`src/rtl/txtpix_pkg.sv`:
```
package txtpix_pkg;
  localparam int CLR_W     = 8;
  localparam int NYB_W     = CLR_W / 2;
  localparam int BLINK_BIT = 4;
  localparam int ULINE_BIT = 7;

  typedef enum logic {
    PM_FULL = 1'b0,
    PM_NYB  = 1'b1
  } pix_mode_e;

  typedef struct packed {
    logic             blink;
    logic             uline;
    logic [NYB_W-1:0] colour;
    logic [CLR_W-1:0] full;
  } cell_attr_t;
endpackage

```
`src/rtl/txtpix_nybble_sel.sv`:
```
module txtpix_nybble_sel
  import txtpix_pkg::*;
(
  input  logic [CLR_W-1:0] byte_i,
  input  logic             sel_i,
  output logic [NYB_W-1:0] nyb_o
);
  // low nybble is the left pixel
  assign nyb_o = sel_i ? byte_i[CLR_W-1:NYB_W] : byte_i[NYB_W-1:0];
endmodule

```
`src/rtl/txtpix_attr_decode.sv`:
```
module txtpix_attr_decode
  import txtpix_pkg::*;
(
  input  logic [CLR_W-1:0] cram_i,
  input  logic             xattr_en_i,
  output cell_attr_t       attr_o
);
  always_comb begin
    attr_o.full   = cram_i;
    attr_o.colour = cram_i[NYB_W-1:0];
    attr_o.blink  = xattr_en_i & cram_i[BLINK_BIT];
    attr_o.uline  = xattr_en_i & cram_i[ULINE_BIT];
  end
endmodule

```
`src/rtl/txtpix_merge.sv`:
```
module txtpix_merge
  import txtpix_pkg::*;
(
  input  pix_mode_e        mode_i,
  input  logic             xattr_en_i,
  input  logic             blink_phase_i,
  input  logic             uline_row_i,
  input  logic [CLR_W-1:0] pix_i,
  input  logic [NYB_W-1:0] nyb_i,
  input  cell_attr_t       attr_i,
  output logic             fg_o,
  output logic [CLR_W-1:0] index_o
);
  localparam logic [CLR_W-NYB_W-1:0] HI_ZERO = '0;

  always_comb begin
    fg_o    = 1'b0;
    index_o = '0;
    if (attr_i.uline && uline_row_i) begin
      fg_o    = 1'b1;
      index_o = {HI_ZERO, attr_i.colour};
    end else if (mode_i == PM_NYB) begin
      fg_o    = |nyb_i;
      index_o = {attr_i.colour, nyb_i};
    end else if (pix_i == '1) begin
      if (xattr_en_i) begin
        fg_o    = !(attr_i.blink && !blink_phase_i);
        index_o = {HI_ZERO, attr_i.colour};
      end else begin
        fg_o    = 1'b1;
        index_o = attr_i.full;
      end
    end else begin
      fg_o    = |pix_i;
      index_o = pix_i;
    end
  end
endmodule

```
`src/rtl/txtpix_resolve.sv`:
```
module txtpix_resolve
  import txtpix_pkg::*;
(
  input  logic             clk_i,
  input  logic             rst_ni,
  input  logic             valid_i,
  input  logic             mode_i,
  input  logic             xattr_en_i,
  input  logic             blink_phase_i,
  input  logic             uline_row_i,
  input  logic             nyb_sel_i,
  input  logic [CLR_W-1:0] pix_i,
  input  logic [CLR_W-1:0] cram_i,
  output logic             valid_o,
  output logic             fg_o,
  output logic [CLR_W-1:0] index_o
);
  logic [NYB_W-1:0] nyb;
  cell_attr_t       attr;
  logic             fg_d;
  logic [CLR_W-1:0] index_d;
  pix_mode_e        mode;

  assign mode = pix_mode_e'(mode_i);

  txtpix_nybble_sel u_nyb (
    .byte_i (pix_i),
    .sel_i  (nyb_sel_i),
    .nyb_o  (nyb)
  );

  txtpix_attr_decode u_attr (
    .cram_i     (cram_i),
    .xattr_en_i (xattr_en_i),
    .attr_o     (attr)
  );

  txtpix_merge u_merge (
    .mode_i        (mode),
    .xattr_en_i    (xattr_en_i),
    .blink_phase_i (blink_phase_i),
    .uline_row_i   (uline_row_i),
    .pix_i         (pix_i),
    .nyb_i         (nyb),
    .attr_i        (attr),
    .fg_o          (fg_d),
    .index_o       (index_d)
  );

  always_ff @(posedge clk_i or negedge rst_ni) begin
    if (!rst_ni) begin
      valid_o <= 1'b0;
      fg_o    <= 1'b0;
      index_o <= '0;
    end else begin
      valid_o <= valid_i;
      if (valid_i) begin
        fg_o    <= fg_d;
        index_o <= index_d;
      end
    end
  end

  // port-level checks against the requirements
  logic ul_hit;
  assign ul_hit = xattr_en_i && cram_i[ULINE_BIT] && uline_row_i;

  p_valid_lat_r8: assert property (@(posedge clk_i) disable iff (!rst_ni)
    valid_i |=> valid_o);

  p_idle_lat_r8: assert property (@(posedge clk_i) disable iff (!rst_ni)
    !valid_i |=> !valid_o && $stable(fg_o) && $stable(index_o));

  p_plain_pix_r1: assert property (@(posedge clk_i) disable iff (!rst_ni)
    valid_i && !mode_i && !ul_hit && pix_i != '0 && pix_i != '1
    |=> fg_o && index_o == $past(pix_i));

  p_ff_full_r2: assert property (@(posedge clk_i) disable iff (!rst_ni)
    valid_i && !mode_i && !xattr_en_i && pix_i == '1
    |=> fg_o && index_o == $past(cram_i));

  p_blink_hide_r4: assert property (@(posedge clk_i) disable iff (!rst_ni)
    valid_i && !mode_i && !ul_hit && xattr_en_i && cram_i[BLINK_BIT]
      && !blink_phase_i && pix_i == '1
    |=> !fg_o);

  p_zero_bg_r5: assert property (@(posedge clk_i) disable iff (!rst_ni)
    valid_i && !mode_i && !ul_hit && pix_i == '0 |=> !fg_o);

  p_nyb_index_r6: assert property (@(posedge clk_i) disable iff (!rst_ni)
    valid_i && mode_i && !ul_hit && nyb_sel_i && pix_i[CLR_W-1:NYB_W] != '0
    |=> fg_o && index_o == {$past(cram_i[NYB_W-1:0]), $past(pix_i[CLR_W-1:NYB_W])});

  p_uline_force_r7: assert property (@(posedge clk_i) disable iff (!rst_ni)
    valid_i && ul_hit
    |=> fg_o && index_o[CLR_W-1:NYB_W] == '0
        && index_o[NYB_W-1:0] == $past(cram_i[NYB_W-1:0]));
endmodule

```
`config.mk`:
```
export PLATFORM = sky130hd
export DESIGN_NAME = txtpix_resolve
export DESIGN_NICKNAME = d
export VERILOG_FILES = /design/src/rtl/txtpix_pkg.sv /design/src/rtl/txtpix_nybble_sel.sv /design/src/rtl/txtpix_attr_decode.sv /design/src/rtl/txtpix_merge.sv /design/src/rtl/txtpix_resolve.sv
export SDC_FILE = /design/constraint.sdc
export NUM_CORES = 1
export LEC_CHECK = 0
export ABC_AREA = 1
export BUFFER_PORTS_ARGS = -buffer_cell sky130_fd_sc_hd__clkbuf_2
export CORE_UTILIZATION = 45
export DETAILED_ROUTE_END_ITERATION = 8
export HOLD_SLACK_MARGIN = 0.03
export PLACE_DENSITY = 0.81
export SLEW_MARGIN = 10
export SYNTH_ARGS = -nofsm -noshare
export SYNTH_HDL_FRONTEND = slang
export SYNTH_SLANG_ARGS = --single-unit
export TNS_END_PERCENT = 5
```
`constraint.sdc`:
```
create_clock -name clk_i -period 2.7 [get_ports clk_i]
set_clock_uncertainty 0.1 [all_clocks]
set_input_delay 0 -clock clk_i [delete_from_list [all_inputs] [get_ports clk_i]]
set_output_delay 0 -clock clk_i [all_outputs]
set_load 0.02 [all_outputs]
```
==> results of run 1 <==
[cell usage in the layout, fill, tap and decap left out]
| cell | instances |
|---|---|
| nand2_1 | 43 |
| clkbuf_2 | 33 |
| nor2_1 | 17 |
| inv_1 | 15 |
| nand3_1 | 12 |
| o21ai_1 | 10 |
| dfrtp_1 | 10 |
| dlygate4sd3_1 | 10 |
| a21oi_1 | 8 |
| o21ai_0 | 5 |
| clkinv_1 | 3 |
| clkbuf_4 | 3 |
| nor2_4 | 2 |
| nand2_2 | 2 |
| inv_2 | 1 |
| or2_2 | 1 |
| clkbuf_8 | 1 |
[registers in the layout, indices dropped and copies added, names as in the netlist]
signal and cells:
index_o 8, fg_o 1, valid_o 1
[kinds of logic (layout without fill, tap and decap cells)]
| logic type | after synthesis | in the layout | share of synthesized area, % |
|---|---|---|---|
| buffers and inverters | 21 | 66 | 11.2 |
| and+or+nand+nor | 77 | 77 | 41.9 |
| DFF | 10 | 10 | 32.1 |
| AOI/OAI and AO/OA | 23 | 23 | 14.8 |
[worst max-delay path by stage]
stage,from,to,slack (ps),depth (start not counted)
global placement,pix_i[6],index_o[4],1590,8
detailed placement,pix_i[6],index_o[6],1580,8
CTS,pix_i[3],index_o[2],860,10
global route,pix_i[3],index_o[2],720,10
finish,pix_i[3],index_o[2],840,10
floorplan,fg_o,fg_o,1680,3
[layout make-up]
type,count,share of cell area [%]
Clock buffer,4,3.34
Inverter,19,6.57
Multi-Input combinational cell,100,40.7
Sequential cell,10,23.1
Tap cell,16,1.85
Timing Repair Buffer,43,24.5
[synthesized netlist by cell type (all sizes together)]
cell type	instances	share of area [%]
nor2	19	11
a21oi	8	5.1
nand3	12	7.7
buf	2	2.1
or2	1	0.80
dfrtp	10	32
clkinv	3	1.4
o21ai	15	9.6
nand2	45	22
inv	16	7.7
[power groups by stage]
stage               combinational [mW]  clock [mW]  sequential [mW]
floorplan                       0.0545           0            0.198
global placement                 0.129           0            0.177
detailed placement               0.131           0            0.177
CTS                              0.145       0.136            0.175
global route                     0.162       0.143            0.178
finish                           0.145       0.134            0.176
[through the flow]
stage	utilization, %	area, um^2	setup slack (ps)
2_1_floorplan	-	779	1680
3_3_place_gp	60.8	948	1590
3_5_place_dp	60.8	948	1580
4_1_cts	69.6	1080	861
5_1_grt	69.6	1080	720
6_report	69.6	1080	838
[worst reg2reg max path: stages (launching register included)]
cell           delay [ps]
dfrtp_1               380
nor2_1                 90
a21oi_1                40
dlygate4sd3_1         550
[layer usage]
layer | global-route usage, % | part of all wire, % | wire length (um)
met1 | 28.0 | 42 | 867
met2 | 42.4 | 51 | 1040
met3 | 4.58 | 6.8 | 139
met4 | 3.75 | 0.49 | 10
met5 | 0 | 0 | 0
[timing repair]
action                                 CTS  global route
setup buffers                            0             0
endpoints found under the hold margin   19             0
hold buffers                            10             0
setup endpoints to repair                0             0
==> flow_metrics.py, run 1 <==
metrics = {
    "clock_tree": {
        "cts_resized": 0,
        "root_buffer": "clkbuf_4",
        "clk_pin_slew_ps": 70,
        "cts_tree": "done",
        "clock_path_buffers": 2,
        "htree_levels": 1,
        "clock_latency_ps": 260,
        "cts_buffers": 3,
        "cts.sinks": 10,
    },
    "yosys": {
        "yosysWarnings": 0,
        "syn-num-nets": 155,
        "syn_area_um2": 779,
        "synthesis.instances": 131,
        "ys_seq_area_share_pct": 32.1,
        "ys_types": 15,
        "synth_area_per_cell_um2": 5.95,
        "ys_ff_latch": 10,
    },
    "placed_design": {
        "place_congestion": 0.873,
        "dpl.hpwl_um": 1570,
        "port_buffers": 33,
        "post-place-cells": 178,
    },
    "critical_path": {
        "r2r_slack_ps": 1420,
        "cpPeakStageDelay_ps": 550,
        "crit_type": "in -> reg",
        "arrival_ps": 1910,
        "reg2reg_depth": 3,
        "slowest_stage": "dlygate4sd3_1",
        "critPathMaxFanout": 12,
        "cp-end-kind": "register",
        "critPathLaunchType": "input port",
        "crit_family": "buffers and inverters",
        "r2r_end": "index_o[2]",
        "required_ps": 2750,
        "worst-path-buf-inv": 3,
        "path_cells": "dlygate4sd3_1 -> clkbuf_2 -> nand2_1 -> nor2_4 -> nand2_2 -> nand2_1 -> nand3_1 -> nand2_1 -> a21oi_1 -> dlygate4sd3_1",
        "path_common_cell": "nand2_1",
        "timing.rr.start": "index_o[2]",
    },
    "power": {
        "p_sw_mw": 0.148,
        "power_frac_clock_pct": 29.5,
        "netSwitchingFraction_pct": 32.5,
        "power.leakage_nw": 0.617,
        "p_per_area_nw_per_um2": 419,
        "internal_power_mw": 0.307,
        "peakVddDrop_uv": 340,
        "pwr-share-comb_pct": 31.9,
        "seq_power_share_pct": 38.6,
        "total_power_mw": 0.454,
    },
    "route": {
        "first_iter_violations": 19,
        "ant_nets": 0,
        "via_per_inst": 5.10,
        "drcViolationCount": 2,
        "wire_per_inst_um": 10.7,
        "wl_um": 2060,
        "dr.pass1.iters": 6,
        "vias": 980,
    },
    "floorplan": {
        "row_count": 14,
        "fp.dieH_um": 43.6,
        "start_util_pct": 50.0,
        "ios": 34,
        "core_area_um2": 1560,
        "die_w_um": 43.6,
        "die-area_um2": 1900,
    },
    "sta": {
        "tightest_slew_ps": 259,
        "whs_ps": 32.5,
        "relSlewSlack_pct": 82.7,
        "period_share_pct": 69.0,
        "period_needed_ps": 1860,
        "hold_violations": 0,
        "slew_violations": 0,
        "rsz0062_at_grt": "false",
        "setup_tns_ps": 0,
        "max_clock_freq_mhz": 537,
        "setup_violations": 0,
    },
    "layout": {
        "syn2layout_area_growth_pct": 39.2,
        "nets": 201,
        "diodes": 0,
        "seqCellArea_um2": 250,
        "finalNonFillerCells": 192,
        "fillers": 134,
        "drive_gt1_share_pct": 24.4,
        "multi_input_area_um2": 442,
    },
    "run_status": {
        "status": "complete, but fails checks",
        "violations": "DRC",
    },
    "min_path": {
        "hold_start": "pix_i[1]",
        "worstHoldEndpoint": "index_o[1]",
        "min_path_cells": 5,
        "hp-class": "in -> reg",
    },
    "grt": {
        "grt_usage_pct": 23.1,
        "grt_overflow": 0,
        "grt_max_degree": 14,
        "grt_pass1_wl_um": 3390,
        "grt_pass1_vias": 891,
        "antenna_found_initial": 0,
    },
    "run": {
        "cap_viol_max_count": 0,
    },
}
Note: power is estimated with default switching activity, not from simulation.
==> run 2: changes to the inputs <==
Clock period 2.7 ns to 1.9 ns, I/O delays scaled along.
==> run 2 against run 1 <==
- worst setup slack got worse by 740 ps
- cell count unchanged
- power increased by 43%
- the run still ends with DRC left
- register-to-register slack got worse by 800 ps
- critical endpoint unchanged
==> flow_metrics.py, run 2 (same netlist as run 1, synthesis figures left out) <==
metrics = {
    "run_status": {
        "status": "complete, but fails checks",
        "violations": "DRC",
    },
    "power": {
        "internal_power_mw": 0.436,
        "p_per_area_nw_per_um2": 594,
        "total_power_mw": 0.648,
        "p_sw_mw": 0.212,
        "power_frac_clock_pct": 29.6,
        "netSwitchingFraction_pct": 32.7,
        "seq_power_share_pct": 38.5,
        "pwr-share-comb_pct": 31.9,
        "peakVddDrop_uv": 490,
        "power.leakage_nw": 0.631,
    },
    "sta": {
        "tightest_slew_ps": 259,
        "setup_violations": 0,
        "rsz0062_at_grt": "false",
        "max_clock_freq_mhz": 556,
        "relSlewSlack_pct": 82.7,
        "period_needed_ps": 1800,
        "slew_violations": 0,
        "period_share_pct": 94.6,
        "setup_tns_ps": 0,
        "hold_violations": 0,
    },
    "route": {
        "wl_met3_um": 124,
        "wire_per_inst_um": 10.7,
        "wl_um": 2060,
        "ant_nets": 0,
        "met2_length_um": 1020,
        "first_iter_violations": 19,
        "via_per_inst": 5.08,
        "m1WireLength_um": 895,
        "vias": 976,
        "dr.pass1.iters": 6,
        "routed.top_layer": "met4",
        "drcViolationCount": 2,
    },
    "clock_tree": {
        "cts.sinks": 10,
        "clk_pin_slew_ps": 70,
        "cts_tree": "done",
        "clock_latency_ps": 260,
        "postCtsSetupBuffers": 0,
        "clock_path_buffers": 2,
        "root_buffer": "clkbuf_4",
        "htree_levels": 1,
        "cts_buffers": 3,
    },
    "placed_design": {
        "dpl_cell_area_um2": 948,
        "port_buffers": 33,
        "place_congestion": 0.873,
        "post-place-cells": 178,
        "dpl.hpwl_um": 1570,
    },
    "floorplan": {
        "fp.dieH_um": 43.6,
        "start_util_pct": 50.0,
        "core_area_um2": 1560,
        "die-area_um2": 1900,
        "row_count": 14,
        "ios": 34,
        "die_w_um": 43.6,
    },
    "grt": {
        "grt_pass1_wl_um": 3390,
        "grt_max_degree": 14,
        "antenna_found_initial": 0,
        "grt_usage_pct": 23.1,
        "grt_pass1_vias": 891,
        "grt_overflow": 0,
    },
    "critical_path": {
        "worst-path-buf-inv": 3,
        "crit_family": "buffers and inverters",
        "cp-end-kind": "register",
        "path_common_cell": "nand2_1",
        "arrival_ps": 1850,
        "required_ps": 1950,
        "crit_type": "in -> reg",
        "critPathLaunchType": "input port",
        "cpPeakStageDelay_ps": 550,
        "critPathMaxFanout": 12,
        "path_cells": "dlygate4sd3_1 -> clkbuf_2 -> nand2_1 -> nor2_4 -> nand2_4 -> nand2_1 -> nand3_1 -> nand2_1 -> a21oi_1 -> dlygate4sd3_1",
        "slowest_stage": "dlygate4sd3_1",
    },
    "layout": {
        "finalNonFillerCells": 192,
        "final_cell_mix": "nand2_1, clkbuf_2, nor2_1",
        "nets": 201,
        "fin_util_pct": 69.9,
        "drive_gt1_share_pct": 24.4,
        "fillers": 132,
        "top_regs": "index_o x8, fg_o x1, valid_o x1",
        "largest_register": "index_o",
        "final_common_cell": "nand2_1",
        "design_area_um2": 1090,
        "largest_register_ffs": 8,
        "syn2layout_area_growth_pct": 39.8,
        "diodes": 0,
    },
    "min_path": {
        "hp-class": "in -> async",
    },
    "run": {
        "cap_viol_max_count": 0,
    },
}
## run 2: repair_timing
action | 4_1_cts | 5_1_grt
setup endpoints to repair | 0 | 2
gates resized for setup | 0 | 1
hold buffers | 10 | 0
hold endpoints to repair | 19 | 0
## run 2: area by class of cell
class	count	area (um^2)	area share, %
inverter	19	71.3	6.54
clock buffer	4	36.3	3.33
tap	16	20.0	1.84
timing repair buffer	43	265	24.3
sequential	10	250	23.0
multi-input combinational	100	447	41.0
## run 2: final timing paths
kind                       slack, ps  cells after the start        from         end
max in group asynchronous       1450                      2      rst_ni        fg_o
min in group clk_i                40                      5    pix_i[1]  index_o[1]
max                              100                     10    pix_i[3]  index_o[2]
min                               40                      2      rst_ni  index_o[2]
max reg2reg                      620                      3  index_o[2]  index_o[2]
min reg2reg                      400                      2  index_o[7]  index_o[7]
## run 2: power by group through the flow
stage,Combinational [mW],Sequential [mW],Clock (mW)
after floorplan,0.0774,0.281,0
after global placement,0.183,0.251,0
after detailed placement,0.186,0.252,0
after CTS,0.206,0.249,0.193
after global routing,0.230,0.252,0.203
final,0.206,0.249,0.192
## run 2: stage by stage
stage               hold slack [ps]  worst slack [ps]
floorplan                      -396               884
global placement               -224               794
detailed placement             -224               780
CTS                            31.8              60.7
global route                   62.2              1.20
finish                         35.5               102
## run 2: worst reg2reg max path, stage by stage (launching register included)
cell and delay (ps):
dfrtp_1 380, nor2_1 90, a21oi_1 40, dlygate4sd3_1 550
## run 2: routing by layer
metal  track usage (%)  up-vias
met5                 0        -
met1              28.0      431
met3              4.58        4
met2              42.4       37
met4              3.75        0
li1                  -      504
